$ cat config.mk
export PLATFORM = sky130hd
export DESIGN_NAME = seg_addr_extender
export DESIGN_NICKNAME = d
export VERILOG_FILES = /design/src/rtl/seg_ext_pkg.sv /design/src/rtl/seg_ext_ctrl.sv /design/src/rtl/seg_ext_datapath.sv /design/src/rtl/seg_addr_extender.sv
export SDC_FILE = /design/constraint.sdc
export NUM_CORES = 1
export LEC_CHECK = 0
export BUFFER_PORTS_ARGS = -buffer_cell sky130_fd_sc_hd__buf_2
export CORE_MARGIN = 5
export CORE_UTILIZATION = 30
export DETAILED_ROUTE_END_ITERATION = 8
export SYNTH_ARGS = -nofsm -noshare
export SYNTH_HDL_FRONTEND = slang
export SYNTH_SLANG_ARGS = --single-unit
$ cat constraint.sdc
create_clock -name clk -period 2.81 [get_ports clk]
set_input_delay 0.281 -clock clk [delete_from_list [all_inputs] [get_ports clk]]
set_output_delay 0.281 -clock clk [all_outputs]
set_load 0.01 [all_outputs]
$ cat src/rtl/seg_ext_pkg.sv
package seg_ext_pkg;
  // strobes from control to datapath
  typedef struct packed {
    logic wrCommit;  // write accepted this cycle
    logic fwdHit;    // accepted write targets the register being looked up
    logic lookup;    // capture a new extended address
  } segStrobe_t;
endpackage

$ cat src/rtl/seg_ext_ctrl.sv
module seg_ext_ctrl
  import seg_ext_pkg::*;
#(
  parameter int SEL_W = 4
) (
  input  logic             clk,
  input  logic             rstN,
  input  logic             protectOn,
  input  logic             wrEn,
  input  logic             wrPriv,
  input  logic [SEL_W-1:0] wrIdx,
  input  logic             vaValid,
  input  logic [SEL_W-1:0] vaSel,
  output segStrobe_t       strobe,
  output logic             violation
);
  logic writeAllowed;
  logic writeDenied;

  always_comb begin
    writeAllowed = !protectOn || wrPriv;
    writeDenied  = wrEn && !writeAllowed;
    strobe.wrCommit = wrEn && writeAllowed;
    strobe.lookup   = vaValid;
    strobe.fwdHit   = wrEn && writeAllowed && vaValid && (wrIdx == vaSel);
  end

  always_ff @(posedge clk) begin
    if (!rstN) violation <= 1'b0;
    else       violation <= writeDenied;
  end
endmodule

$ cat src/rtl/seg_ext_datapath.sv
module seg_ext_datapath
  import seg_ext_pkg::*;
#(
  parameter int VA_W  = 32,
  parameter int SEL_W = 4,
  parameter int SID_W = 12,
  localparam int NUM_SEG = 1 << SEL_W,
  localparam int OFF_W   = VA_W - SEL_W,
  localparam int EXT_W   = SID_W + OFF_W
) (
  input  logic             clk,
  input  logic             rstN,
  input  segStrobe_t       strobe,
  input  logic [SEL_W-1:0] wrIdx,
  input  logic [SID_W-1:0] wrSid,
  input  logic [VA_W-1:0]  va,
  output logic             extValid,
  output logic [EXT_W-1:0] extAddr
);
  logic [SID_W-1:0] sidReg [NUM_SEG];
  logic [SID_W-1:0] sidSel;
  logic [SEL_W-1:0] vaSel;
  logic [OFF_W-1:0] vaOff;

  assign vaSel = va[VA_W-1 -: SEL_W];
  assign vaOff = va[OFF_W-1:0];

  for (genvar g = 0; g < NUM_SEG; g++) begin : gSeg
    always_ff @(posedge clk) begin
      if (!rstN) begin
        sidReg[g] <= '0;
      end else if (strobe.wrCommit && (wrIdx == SEL_W'(g))) begin
        sidReg[g] <= wrSid;
      end
    end
  end

  always_comb begin
    sidSel = sidReg[vaSel];
    if (strobe.fwdHit) sidSel = wrSid;
  end

  always_ff @(posedge clk) begin
    if (!rstN) begin
      extValid <= 1'b0;
      extAddr  <= '0;
    end else begin
      extValid <= strobe.lookup;
      if (strobe.lookup) extAddr <= {sidSel, vaOff};
    end
  end
endmodule

$ cat src/rtl/seg_addr_extender.sv
module seg_addr_extender
  import seg_ext_pkg::*;
#(
  parameter int VA_W  = 32,
  parameter int SEL_W = 4,
  parameter int SID_W = 12,
  localparam int EXT_W = SID_W + VA_W - SEL_W
) (
  input  logic             clk,
  input  logic             rstN,
  input  logic             protectOn,
  input  logic             wrEn,
  input  logic             wrPriv,
  input  logic [SEL_W-1:0] wrIdx,
  input  logic [SID_W-1:0] wrSid,
  input  logic             vaValid,
  input  logic [VA_W-1:0]  va,
  output logic             extValid,
  output logic [EXT_W-1:0] extAddr,
  output logic             violation
);
  segStrobe_t strobe;

  seg_ext_ctrl #(.SEL_W(SEL_W)) u_ctrl (
    .clk(clk), .rstN(rstN), .protectOn(protectOn), .wrEn(wrEn),
    .wrPriv(wrPriv), .wrIdx(wrIdx), .vaValid(vaValid),
    .vaSel(va[VA_W-1 -: SEL_W]), .strobe(strobe), .violation(violation)
  );

  seg_ext_datapath #(.VA_W(VA_W), .SEL_W(SEL_W), .SID_W(SID_W)) u_dp (
    .clk(clk), .rstN(rstN), .strobe(strobe), .wrIdx(wrIdx), .wrSid(wrSid),
    .va(va), .extValid(extValid), .extAddr(extAddr)
  );
endmodule

==> results.py <==
metrics = {
    "place": {
        "gp_congestion": 0.7894,
        "port-buffer-count": 95,
        "dp_hpwl_um": 18750,
        "dpl_cell_area_um2": 11790,
        "dp.cells": 1307,
    },
    "floorplan": {
        "start_util_pct": 30.27,
        "ioPinCount": 96,
        "fp.dieW_um": 199.0,
        "rows": 69,
        "core_um2": 35400,
        "die_h_um": 199.0,
        "die-area_um2": 39600,
    },
    "outcome": {
        "status": "finished clean",
    },
    "cells_and_area": {
        "utilization_pct": 35.59,
        "drive_gt1_share_pct": 31.36,
        "layoutNonFillerInstCount": 1358,
        "area_growth_pct": 17.56,
        "final_area_um2": 12600,
        "fin_nets": 930,
        "nFillCells": 3454,
    },
    "clocking": {
        "postCtsSetupBuffers": 0,
        "cts_buffers": 26,
        "cts_tree": "built",
        "clockBufferDepth": 3,
        "cts.sinks": 234,
        "clock_latency_ps": 530,
        "clk_root_buffer_cell": "clkbuf_16",
        "post_cts_resized": 0,
        "cts_hold_buf": 2,
        "path_clk_slew_ps": 50,
        "htreeDepth": 1,
    },
    "global_routing": {
        "grt_pass1_wl_um": 42980,
        "antenna_found_initial": 3,
        "overflow": 0,
        "grt_use_total_pct": 14.16,
        "grt_max_degree": 61,
        "grt_pass1_vias": 6889,
    },
    "routing": {
        "drc": 0,
        "routed_wl_um": 28560,
        "firstDrtPassIters": 5,
        "viasPerCell": 5.142,
        "routedWlPerCell_um": 21.03,
        "ant_nets": 0,
        "vias": 6983,
        "initialDrtViolationCount": 530,
    },
    "synthesis": {
        "yosysMostFrequentCell": "edfxtp_1",
        "synthTopCellsByCount": "192 x edfxtp_1, 144 x nor3_1, 54 x clkbuf_1",
        "yosysTopAreaCell": "edfxtp_1",
        "postSynthCellCount": 786,
        "synth_area_um2": 10720,
        "synth_cell_types": 36,
        "avgSynthCellArea_um2": 13.63,
        "yosys_most_used_dff": "edfxtp_1",
        "synth_edf_count": 192,
        "synth_nets": 840,
        "yosys_warnings": 0,
        "async_flop_share_pct": 0,
        "synth.area.top_cells": "edfxtp_1 54%, dfxtp_1 7.8%, mux4_2 7.6%",
        "synth_seq_cells": 234,
        "ys_seq_area_share_pct": 61.65,
        "synth.top_cell.area_share_pct": 53.81,
    },
    "critical_path": {
        "cp.required_ps": 3040,
        "crit_type": "input pin to register",
        "cp_max_fo": 19,
        "start_kind": "input pin",
        "cp-end-kind": "register",
        "cp.arrival_ps": 2450,
        "timing.rr.start": "u_dp.sidReg[13][6]$_SDFFCE_PN0P_",
        "crit_path_start": "wrEn",
    },
    "sta": {
        "finalHoldViolCount": 0,
        "fin_worst_skew_ps": 10.14,
        "slew-limit-headroom_pct": 25.53,
        "max_freq_mhz": 449.2,
        "drv_slew": 0,
        "report.final.setup_viol": 0,
        "worstMarginPinSlew_ps": 1110,
        "fin_crit_ps": 2226,
        "final.period_utilization_pct": 79.23,
        "rsz0062_at_grt": "false",
        "setup_tns_ps": 0,
    },
    "pwr": {
        "p_sw_share_pct": 24.11,
        "vdd_drop_max_mv": 0.4308,
        "power.leakage_nw": 4.278,
        "seqPwrFrac_pct": 50.1,
        "cell_internal_pwr_mw": 6.077,
        "power_density_nw_per_um2": 635.7,
        "power_frac_comb_pct": 10.5,
        "clockPowerShare_pct": 39.3,
        "switching_power_mw": 1.930,
    },
    "worst_hold_path": {
        "min_from": "va[16]",
        "hp-class": "input pin to register",
    },
    "flow_run": {
        "max_cap_violations": 0,
    },
}
==> flip-flops by register name, indices dropped and copies added (netlist names) <==
signal            count
u_dp.sidReg         192
u_dp.extValid         1
u_dp.extAddr         40
u_ctrl.violation      1
==> critical path, cell delays in order <==
cell and delay, ps:
dlygate4sd3_1 530, buf_2 110, and2_1 240, buf_4 280
or3b_4 550, o21ai_1 230, buf_4 230
==> metal layers <==
metal	up-vias	GRT usage (%)	routed length (µm)
li1	3192	-	-
met5	-	0	25
met2	299	22.34	12910
met1	3432	19.81	12360
met4	4	4.179	916
met3	56	2.981	2353
==> metrics by stage <==
step | worst slack (ps) | hold slack (ps) | power (mW)
final | 583.7 | 15.84 | 8.007
after global routing | 507.1 | 17.92 | 8.304
after CTS | 613.3 | 0.7003 | 8.073
after detailed placement | 509.7 | 498.9 | 4.936
after global placement | 536.4 | 492.4 | 4.926
after floorplan | 379.6 | 394.8 | 4.590
==> kinds of logic after synthesis <==
family	Yosys count	share of synthesized area, %
DFF	234	61.65
and+or+nand+nor	274	15.42
xor gates and xnor gates	4	0.3971
buffers and inverters	104	4.671
AOI/OAI and AO/OA	77	4.904
muxes	93	12.95
==> layout by cell type, fill, tap and decap left out, types with 2 or more instances in the layout <==
cell,netlist,final
edfxtp_1,192,192
o21ai_0,28,14
buf_4,6,54
nor2_1,3,3
o21ai_1,5,19
nor3_2,48,48
a41o_1,12,12
clkinv_2,0,3
xor2_1,3,3
a21o_1,7,7
a31oi_1,12,12
clkbuf_8,0,2
clkinv_1,13,20
a221oi_1,5,5
nor2b_1,28,28
nand3b_1,4,4
mux2i_1,52,52
and2_1,2,2
nand2b_1,3,3
a2bb2oi_1,7,7
nand3_1,9,7
dfxtp_1,42,42
clkbuf_1,54,8
buf_2,18,94
clkbuf_16,0,27
mux4_2,36,36
dlygate4sd3_1,0,2
buf_12,0,3
nand3_2,0,2
nor3_1,144,144
nand2_1,29,28
mux2_2,5,5
==> cell type report <==
type | instances | area, µm² | area share, %
tap | 461 | 576.8 | 4.579
antenna | 1 | 2.502 | 0.01986
clock inverter | 11 | 50.05 | 0.3973
multi-input combinational | 448 | 3623 | 28.76
timing repair buffer | 153 | 955.9 | 7.588
sequential | 234 | 6606 | 52.44
clock buffer | 37 | 733.2 | 5.820
inverter | 13 | 48.80 | 0.3874
==> path summary, 6_finish.rpt <==
kind,end,slack (ps),cells after the start
setup reg to reg,u_dp.extAddr[34]$_SDFFE_PN0P_,1290,4
setup / recovery,u_dp.sidReg[4][6]$_SDFFCE_PN0P_,580,7
hold / removal,u_dp.extAddr[16]$_SDFFE_PN0P_,20,3
hold reg to reg,u_dp.extAddr[17]$_SDFFE_PN0P_,510,2
==> power by group through the flow <==
| stage | clock network [mW] | logic [mW] | registers (mW) |
|---|---|---|---|
| global placement | 0 | 0.842 | 4.08 |
| finish | 3.15 | 0.844 | 4.01 |
| floorplan | 0 | 0.502 | 4.09 |
| detailed placement | 0 | 0.846 | 4.09 |
| global route | 3.37 | 0.902 | 4.03 |
| CTS | 3.21 | 0.850 | 4.02 |
No activity file was read; power rests on OpenSTA's default activity.
